### config.mk
export PLATFORM = sky130hd
export DESIGN_NAME = msg_sched512
export DESIGN_NICKNAME = d
export VERILOG_FILES = /design/src/rtl/msg_sched_pkg.sv /design/src/rtl/msg_sched_ctrl.sv /design/src/rtl/msg_sched_dp.sv /design/src/rtl/msg_sched512.sv
export SDC_FILE = /design/constraint.sdc
export NUM_CORES = 2
export LEC_CHECK = 0
export BUFFER_PORTS_ARGS = -buffer_cell sky130_fd_sc_hd__buf_2
export CAP_MARGIN = 40
export CORE_AREA = 3 3 426 428
export CTS_BUF_LIST = sky130_fd_sc_hd__clkbuf_2 sky130_fd_sc_hd__clkbuf_4 sky130_fd_sc_hd__clkbuf_8
export DETAILED_ROUTE_END_ITERATION = 6
export DIE_AREA = 0 0 429 431
export PLACE_DENSITY = 0.58
export SKIP_LAST_GASP = 1
export SLEW_MARGIN = 5
export SYNTH_ARGS = -nofsm -noshare
export SYNTH_HDL_FRONTEND = slang
export SYNTH_SLANG_ARGS = --single-unit
export TNS_END_PERCENT = 30
### constraint.sdc
create_clock -name clk -period 6.35 [get_ports clk]
set_clock_uncertainty 0.2 [all_clocks]
set_input_delay 0.635 -clock clk [delete_from_list [all_inputs] [get_ports clk]]
set_output_delay 0.635 -clock clk [all_outputs]
set_load 0.03 [all_outputs]
### src/rtl/msg_sched_pkg.sv
package msg_sched_pkg;

  // Default geometry of the schedule.
  localparam int SCHED_WORD_W  = 64;
  localparam int SCHED_WIN     = 16;
  localparam int SCHED_ROUNDS  = 80;

  // Rotate / shift amounts of the two mixing functions.
  localparam int LO_ROT_A = 1;
  localparam int LO_ROT_B = 8;
  localparam int LO_SHR   = 7;
  localparam int HI_ROT_A = 19;
  localparam int HI_ROT_B = 61;
  localparam int HI_SHR   = 6;

  // Strobes from control to datapath.
  typedef struct packed {
    logic loadWin;
    logic shiftWin;
  } ctlStrobe_t;

endpackage

### src/rtl/msg_sched_ctrl.sv
module msg_sched_ctrl
  import msg_sched_pkg::*;
#(
  parameter int NUM_ROUNDS = SCHED_ROUNDS,
  localparam int IDX_W     = $clog2(NUM_ROUNDS)
) (
  input  logic             clk,
  input  logic             rstN,
  input  logic             loadBlk,
  input  logic             stepEn,
  output ctlStrobe_t       strobes,
  output logic [IDX_W-1:0] roundIdx,
  output logic             wordValid
);

  localparam logic [IDX_W-1:0] LAST_IDX = IDX_W'(NUM_ROUNDS - 1);

  logic [IDX_W-1:0] idxQ;
  logic             validQ;
  logic             atEnd;
  logic             advance;

  assign atEnd   = (idxQ == LAST_IDX);
  assign advance = stepEn && validQ && !loadBlk && !atEnd;

  always_comb begin
    strobes          = '0;
    strobes.loadWin  = loadBlk;
    strobes.shiftWin = advance;
  end

  always_ff @(posedge clk or negedge rstN) begin
    if (!rstN) begin
      idxQ   <= '0;
      validQ <= 1'b0;
    end else if (loadBlk) begin
      idxQ   <= '0;
      validQ <= 1'b1;
    end else if (advance) begin
      idxQ   <= idxQ + IDX_W'(1);
    end
  end

  assign roundIdx  = idxQ;
  assign wordValid = validQ;

endmodule

### src/rtl/msg_sched_dp.sv
module msg_sched_dp
  import msg_sched_pkg::*;
#(
  parameter int WORD_W   = SCHED_WORD_W,
  parameter int WIN_DEPTH = SCHED_WIN,
  parameter int S0_RA    = LO_ROT_A,
  parameter int S0_RB    = LO_ROT_B,
  parameter int S0_SH    = LO_SHR,
  parameter int S1_RA    = HI_ROT_A,
  parameter int S1_RB    = HI_ROT_B,
  parameter int S1_SH    = HI_SHR,
  localparam int BLOCK_W = WORD_W * WIN_DEPTH,
  // Window taps relative to the oldest slot (slot 0 holds W[t]).
  localparam int TAP_OLD = 0,
  localparam int TAP_LO  = 1,
  localparam int TAP_MID = WIN_DEPTH - 7,
  localparam int TAP_HI  = WIN_DEPTH - 2
) (
  input  logic               clk,
  input  logic               rstN,
  input  ctlStrobe_t         strobes,
  input  logic [BLOCK_W-1:0] blockIn,
  output logic [WORD_W-1:0]  wordOut
);

  function automatic logic [WORD_W-1:0] rotr(input logic [WORD_W-1:0] x, input int n);
    return (x >> n) | (x << (WORD_W - n));
  endfunction

  function automatic logic [WORD_W-1:0] mixLo(input logic [WORD_W-1:0] x);
    return rotr(x, S0_RA) ^ rotr(x, S0_RB) ^ (x >> S0_SH);
  endfunction

  function automatic logic [WORD_W-1:0] mixHi(input logic [WORD_W-1:0] x);
    return rotr(x, S1_RA) ^ rotr(x, S1_RB) ^ (x >> S1_SH);
  endfunction

  logic [WORD_W-1:0] win [WIN_DEPTH];
  logic [WORD_W-1:0] nextWord;
  logic [WORD_W-1:0] sumA;
  logic [WORD_W-1:0] sumB;

  // Two parallel adds then a final add: three adders, depth two.
  assign sumA     = mixHi(win[TAP_HI]) + win[TAP_MID];
  assign sumB     = mixLo(win[TAP_LO]) + win[TAP_OLD];
  assign nextWord = sumA + sumB;

  for (genvar i = 0; i < WIN_DEPTH; i++) begin : g_slot
    logic [WORD_W-1:0] shiftIn;
    if (i == WIN_DEPTH - 1) begin : g_newest
      assign shiftIn = nextWord;
    end else begin : g_inner
      assign shiftIn = win[i+1];
    end

    always_ff @(posedge clk or negedge rstN) begin
      if (!rstN) begin
        win[i] <= '0;
      end else if (strobes.loadWin) begin
        win[i] <= blockIn[BLOCK_W-1-i*WORD_W -: WORD_W];
      end else if (strobes.shiftWin) begin
        win[i] <= shiftIn;
      end
    end
  end

  assign wordOut = win[0];

endmodule

### src/rtl/msg_sched512.sv
module msg_sched512
  import msg_sched_pkg::*;
#(
  parameter int WORD_W     = SCHED_WORD_W,
  parameter int WIN_DEPTH  = SCHED_WIN,
  parameter int NUM_ROUNDS = SCHED_ROUNDS,
  localparam int BLOCK_W   = WORD_W * WIN_DEPTH,
  localparam int IDX_W     = $clog2(NUM_ROUNDS)
) (
  input  logic               clk,
  input  logic               rstN,
  input  logic               loadBlk,
  input  logic [BLOCK_W-1:0] blockIn,
  input  logic               stepEn,
  output logic [WORD_W-1:0]  wordOut,
  output logic [IDX_W-1:0]   roundIdx,
  output logic               wordValid
);

  ctlStrobe_t strobes;

  msg_sched_ctrl #(
    .NUM_ROUNDS(NUM_ROUNDS)
  ) ctrl_i (
    .clk      (clk),
    .rstN     (rstN),
    .loadBlk  (loadBlk),
    .stepEn   (stepEn),
    .strobes  (strobes),
    .roundIdx (roundIdx),
    .wordValid(wordValid)
  );

  msg_sched_dp #(
    .WORD_W   (WORD_W),
    .WIN_DEPTH(WIN_DEPTH)
  ) dp_i (
    .clk    (clk),
    .rstN   (rstN),
    .strobes(strobes),
    .blockIn(blockIn),
    .wordOut(wordOut)
  );

endmodule

==> metrics.csv <==
stage,metric,value,unit
yosys,synth_commonest_cells,"o21ai_0, nand2_1, dfrtp_1",
place,dpl.hpwl,209000,um
power_and_ir_drop,p_leak,36.86,nW
grt,antenna_found_initial,83,
drt,drt_first_pass_iters,5,
finish,areaGrowthSynthToFinish,41.41,%
drt,wl_per_cell,26.82,um
power_and_ir_drop,pwr-share-comb,48.7,%
floorplan,ioPinCount,1100,
clock_tree,ctsHtreeMaxLevel,4,
sta,hold_violations,0,
worst_setup_path,r2r-start,dp_i.g_slot[0].shiftIn[9]$_DFFE_PN0P_,
grt,grt_max_degree,242,
worst_setup_path,arrival,6.19,ns
drt,via_count,53079,
yosys,synth_most_common_cell,o21ai_0,
grt,grtUsageTotal,29.64,%
yosys,seq_area_frac_synth,45.95,%
worst_setup_path,critPathRequiredTime,7.01,ns
clock_tree,root_buffer,clkbuf_8,
place,placed_area,0.06368,mm2
yosys,synth_top_area_share,45.95,%
power_and_ir_drop,vdd_drop_max,0.0003706,V
hold_path,hold_path.class,in -> async,
sta,slew_viol_final,0,
clock_tree,clk_path_buf_depth,3,
worst_setup_path,critPathKind,reg -> reg,
yosys,synthTopCellsByArea,"dfrtp_1, mux2i_1, o21ai_0",
clock_tree,cts_resized,0,
place,gp_congestion,0.9407,
finish,multiInputGateArea,0.02751,mm2
floorplan,die_w,429,um
worst_setup_path,r2r-end,dp_i.g_slot[14].shiftIn[25]$_DFFE_PN0P_,
clock_tree,clk_pin_slew_worst_paths,0.07,ns
yosys,async_reset_ff_share,100.0,%
sta,fin_hold_ws,0.1520,ns
yosys,synth-edff-count,0,
floorplan,core_area,0.1782,mm2
yosys,synthesis.area,0.05621,mm2
sta,rsz0062_at_grt,false,
finish,fin_cells,10421,
yosys,postSynthCellCount,5849,
worst_setup_path,worst_r2r_path_depth,19,
grt,gr-total-overflow,0,
grt,grt_pass1_vias,55863,
yosys,ys_seq_elements,1032,
power_and_ir_drop,p_clk_share,23.5,%
power_and_ir_drop,seqPwrFrac,27.8,%
flow_run,cap_violations,0,
worst_setup_path,startpoint_type,flip-flop,
power_and_ir_drop,switchingPower,13.62,mW
power_and_ir_drop,swShare,43.97,%
worst_setup_path,cp_max_fo,5,
floorplan,rows,155,
floorplan,start_util,31.54,%
power_and_ir_drop,cellInternalPower,17.35,mW
floorplan,die_h,431,um
place,place.port_buffers,1099,
yosys,synth_largest_area_cell,dfrtp_1,
sta,worst_slew_pin_slew,1.039,ns
finish,nets,9070,
drt,drc,0,
yosys,ys.flop_type,dfrtp_1,
clock_tree,cts_tree,done,
drt,viasPerCell,5.093,
sta,period_share,87.00,%
yosys,synth.distinct_cells,73,
power_and_ir_drop,power.density,389.7,mW/mm2
yosys,syn_area_per_cell,9.610,um2
sta,setup_violations,0,
floorplan,die-area,0.1849,mm2
clock_tree,clk_latency,0.97,ns
sta,setup_tns,0,ns
finish,post-route-cell-area,0.07948,mm2
place,pre_cts_slack,0.9531,ns
clock_tree,numClockSinks,1032,
finish,seqCellArea,0.02582,mm2
yosys,yosysWarnings,0,
sta,min_period,5.524,ns
drt,ant_nets,0,
worst_setup_path,end_kind,flip-flop,
drt,drt_wl_total,279500,um
grt,grt_pass1_wl,396500,um
worst_setup_path,r2r_setup_slack,0.83,ns
yosys,synth_fp_nets,7067,
sta,timing.final.ws_setup,0.8257,ns
drt,first_iter_violations,4180,
clock_tree,numCtsBuffers,190,
outcome,status,finished clean,
finish,fillers,16841,
place,place_inst,8881,
sta,slew_headroom,30.70,%
finish,drive_above_1_share,19.27,%
sta,clock.fmax,0.1810,GHz
-- power by group through the flow --
| stage | Combinational (mW) | Sequential [mW] | Clock [mW] |
|---|---|---|---|
| finish | 15.1 | 8.61 | 7.29 |
| global placement | 14.3 | 8.70 | 0 |
| detailed placement | 14.3 | 8.71 | 0 |
| global route | 16.5 | 8.67 | 7.71 |
| CTS | 15.0 | 8.61 | 7.42 |
| floorplan | 9.72 | 7.97 | 0 |
-- per-layer routing --
layer	vias to the layer above	share of wire (%)	track usage, %
met3	868	6.0	6.303
li1	23743	-	-
met5	-	0.070	0
met4	30	7.4	19.15
met2	2410	48	49.38
met1	26028	39	34.68
-- sequential cells by signal (all words and copies together), names as in the netlist --
name / cells
dp_i.g_slot.shiftIn: 960
dp_i.wordOut: 64
ctrl_i.roundIdx: 7
ctrl_i.wordValid: 1
-- worst max-delay path by stage --
stage,startpoint,to,depth (start not counted)
final,dp_i.g_slot[0].shiftIn[9]$_DFFE_PN0P_,dp_i.g_slot[14].shiftIn[25]$_DFFE_PN0P_,19
after global routing,dp_i.g_slot[0].shiftIn[9]$_DFFE_PN0P_,dp_i.g_slot[14].shiftIn[25]$_DFFE_PN0P_,19
after CTS,dp_i.g_slot[0].shiftIn[9]$_DFFE_PN0P_,dp_i.g_slot[14].shiftIn[25]$_DFFE_PN0P_,19
after detailed placement,dp_i.g_slot[0].shiftIn[9]$_DFFE_PN0P_,dp_i.g_slot[14].shiftIn[54]$_DFFE_PN0P_,17
after global placement,dp_i.g_slot[13].shiftIn[31]$_DFFE_PN0P_,dp_i.g_slot[14].shiftIn[60]$_DFFE_PN0P_,17
after floorplan,dp_i.g_slot[0].shiftIn[13]$_DFFE_PN0P_,dp_i.g_slot[14].shiftIn[61]$_DFFE_PN0P_,18
-- worst max-delay path: stages, from the launching register on --
cell and delay (ns):
dfrtp_1 0.46, xnor2_1 0.18, xnor2_1 0.41, fa_1 0.50, inv_1 0.08, fa_1 0.40, inv_1 0.07, ha_1 0.18
inv_1 0.07, fa_1 0.43, nor2b_1 0.23, o211a_1 0.24, o2111ai_2 0.20, a31oi_4 0.31, a21oi_2 0.13, xor2_1 0.17
nor2_1 0.34, a21oi_1 0.08, o21ai_0 0.16, dlygate4sd3_1 0.57
-- cells by family (layout without fill, tap and decap cells) --
logic type,Yosys count,count (layout),share of synthesized area [%]
AOI/OAI and AO/OA,1348,1348,12.76
xor gates and xnor gates,303,303,4.722
adders and majority gates,190,190,5.912
buffers and inverters,764,2918,5.120
DFF,1032,1032,45.95
muxes,923,923,16.45
other,0,63,0
and+or+nand+nor,1289,1289,9.082
-- cell usage in the layout (no fill, tap or decap), types with 5 or more instances in the layout --
cell type / instances
xor2_1: 36
o21bai_1: 6
fa_1: 126
buf_12: 19
xnor2_1: 267
clkinv_2: 18
a31oi_1: 9
dlygate4sd3_1: 1134
nor2_1: 131
clkbuf_4: 60
nor3_1: 12
nand2b_1: 8
inv_12: 5
clkbuf_8: 238
diode_2: 63
buf_4: 43
o21a_1: 9
bufinv_16: 8
nand2_1: 1052
nand4_1: 20
mux2i_1: 916
clkinvlp_4: 6
dfrtp_1: 1032
nor2b_1: 9
and3_1: 18
a211oi_1: 7
mux2_2: 7
buf_2: 1097
inv_1: 274
o211ai_1: 5
ha_1: 64
o31a_1: 5
o21ai_1: 6
buf_16: 6
nand3_1: 13
o21ai_0: 1054
o22ai_1: 9
a21oi_1: 168
and2_1: 6
a21o_1: 30
-- area by class of cell --
type | count | area share, %
diodes | 63 | 0.1984
clock buffers | 298 | 4.688
clock inverters | 45 | 0.7053
inverters | 275 | 1.299
multi-input cells | 4053 | 34.61
flip-flops and latches | 1032 | 32.49
well taps | 2355 | 3.707
repair buffers | 2300 | 22.30
-- through the flow --
step	power (mW)	utilization [%]
CTS	31.01	44.51
detailed placement	22.97	35.73
global route	32.83	44.57
finish	30.97	44.59
floorplan	17.69	-
global placement	23.01	35.64
-- what timing repair did --
item	in CTS	in global routing
buffers inserted	0	0
hold buffers	1134	0
endpoints found under the hold margin	1087	0
(Power assumes the default switching activity.)
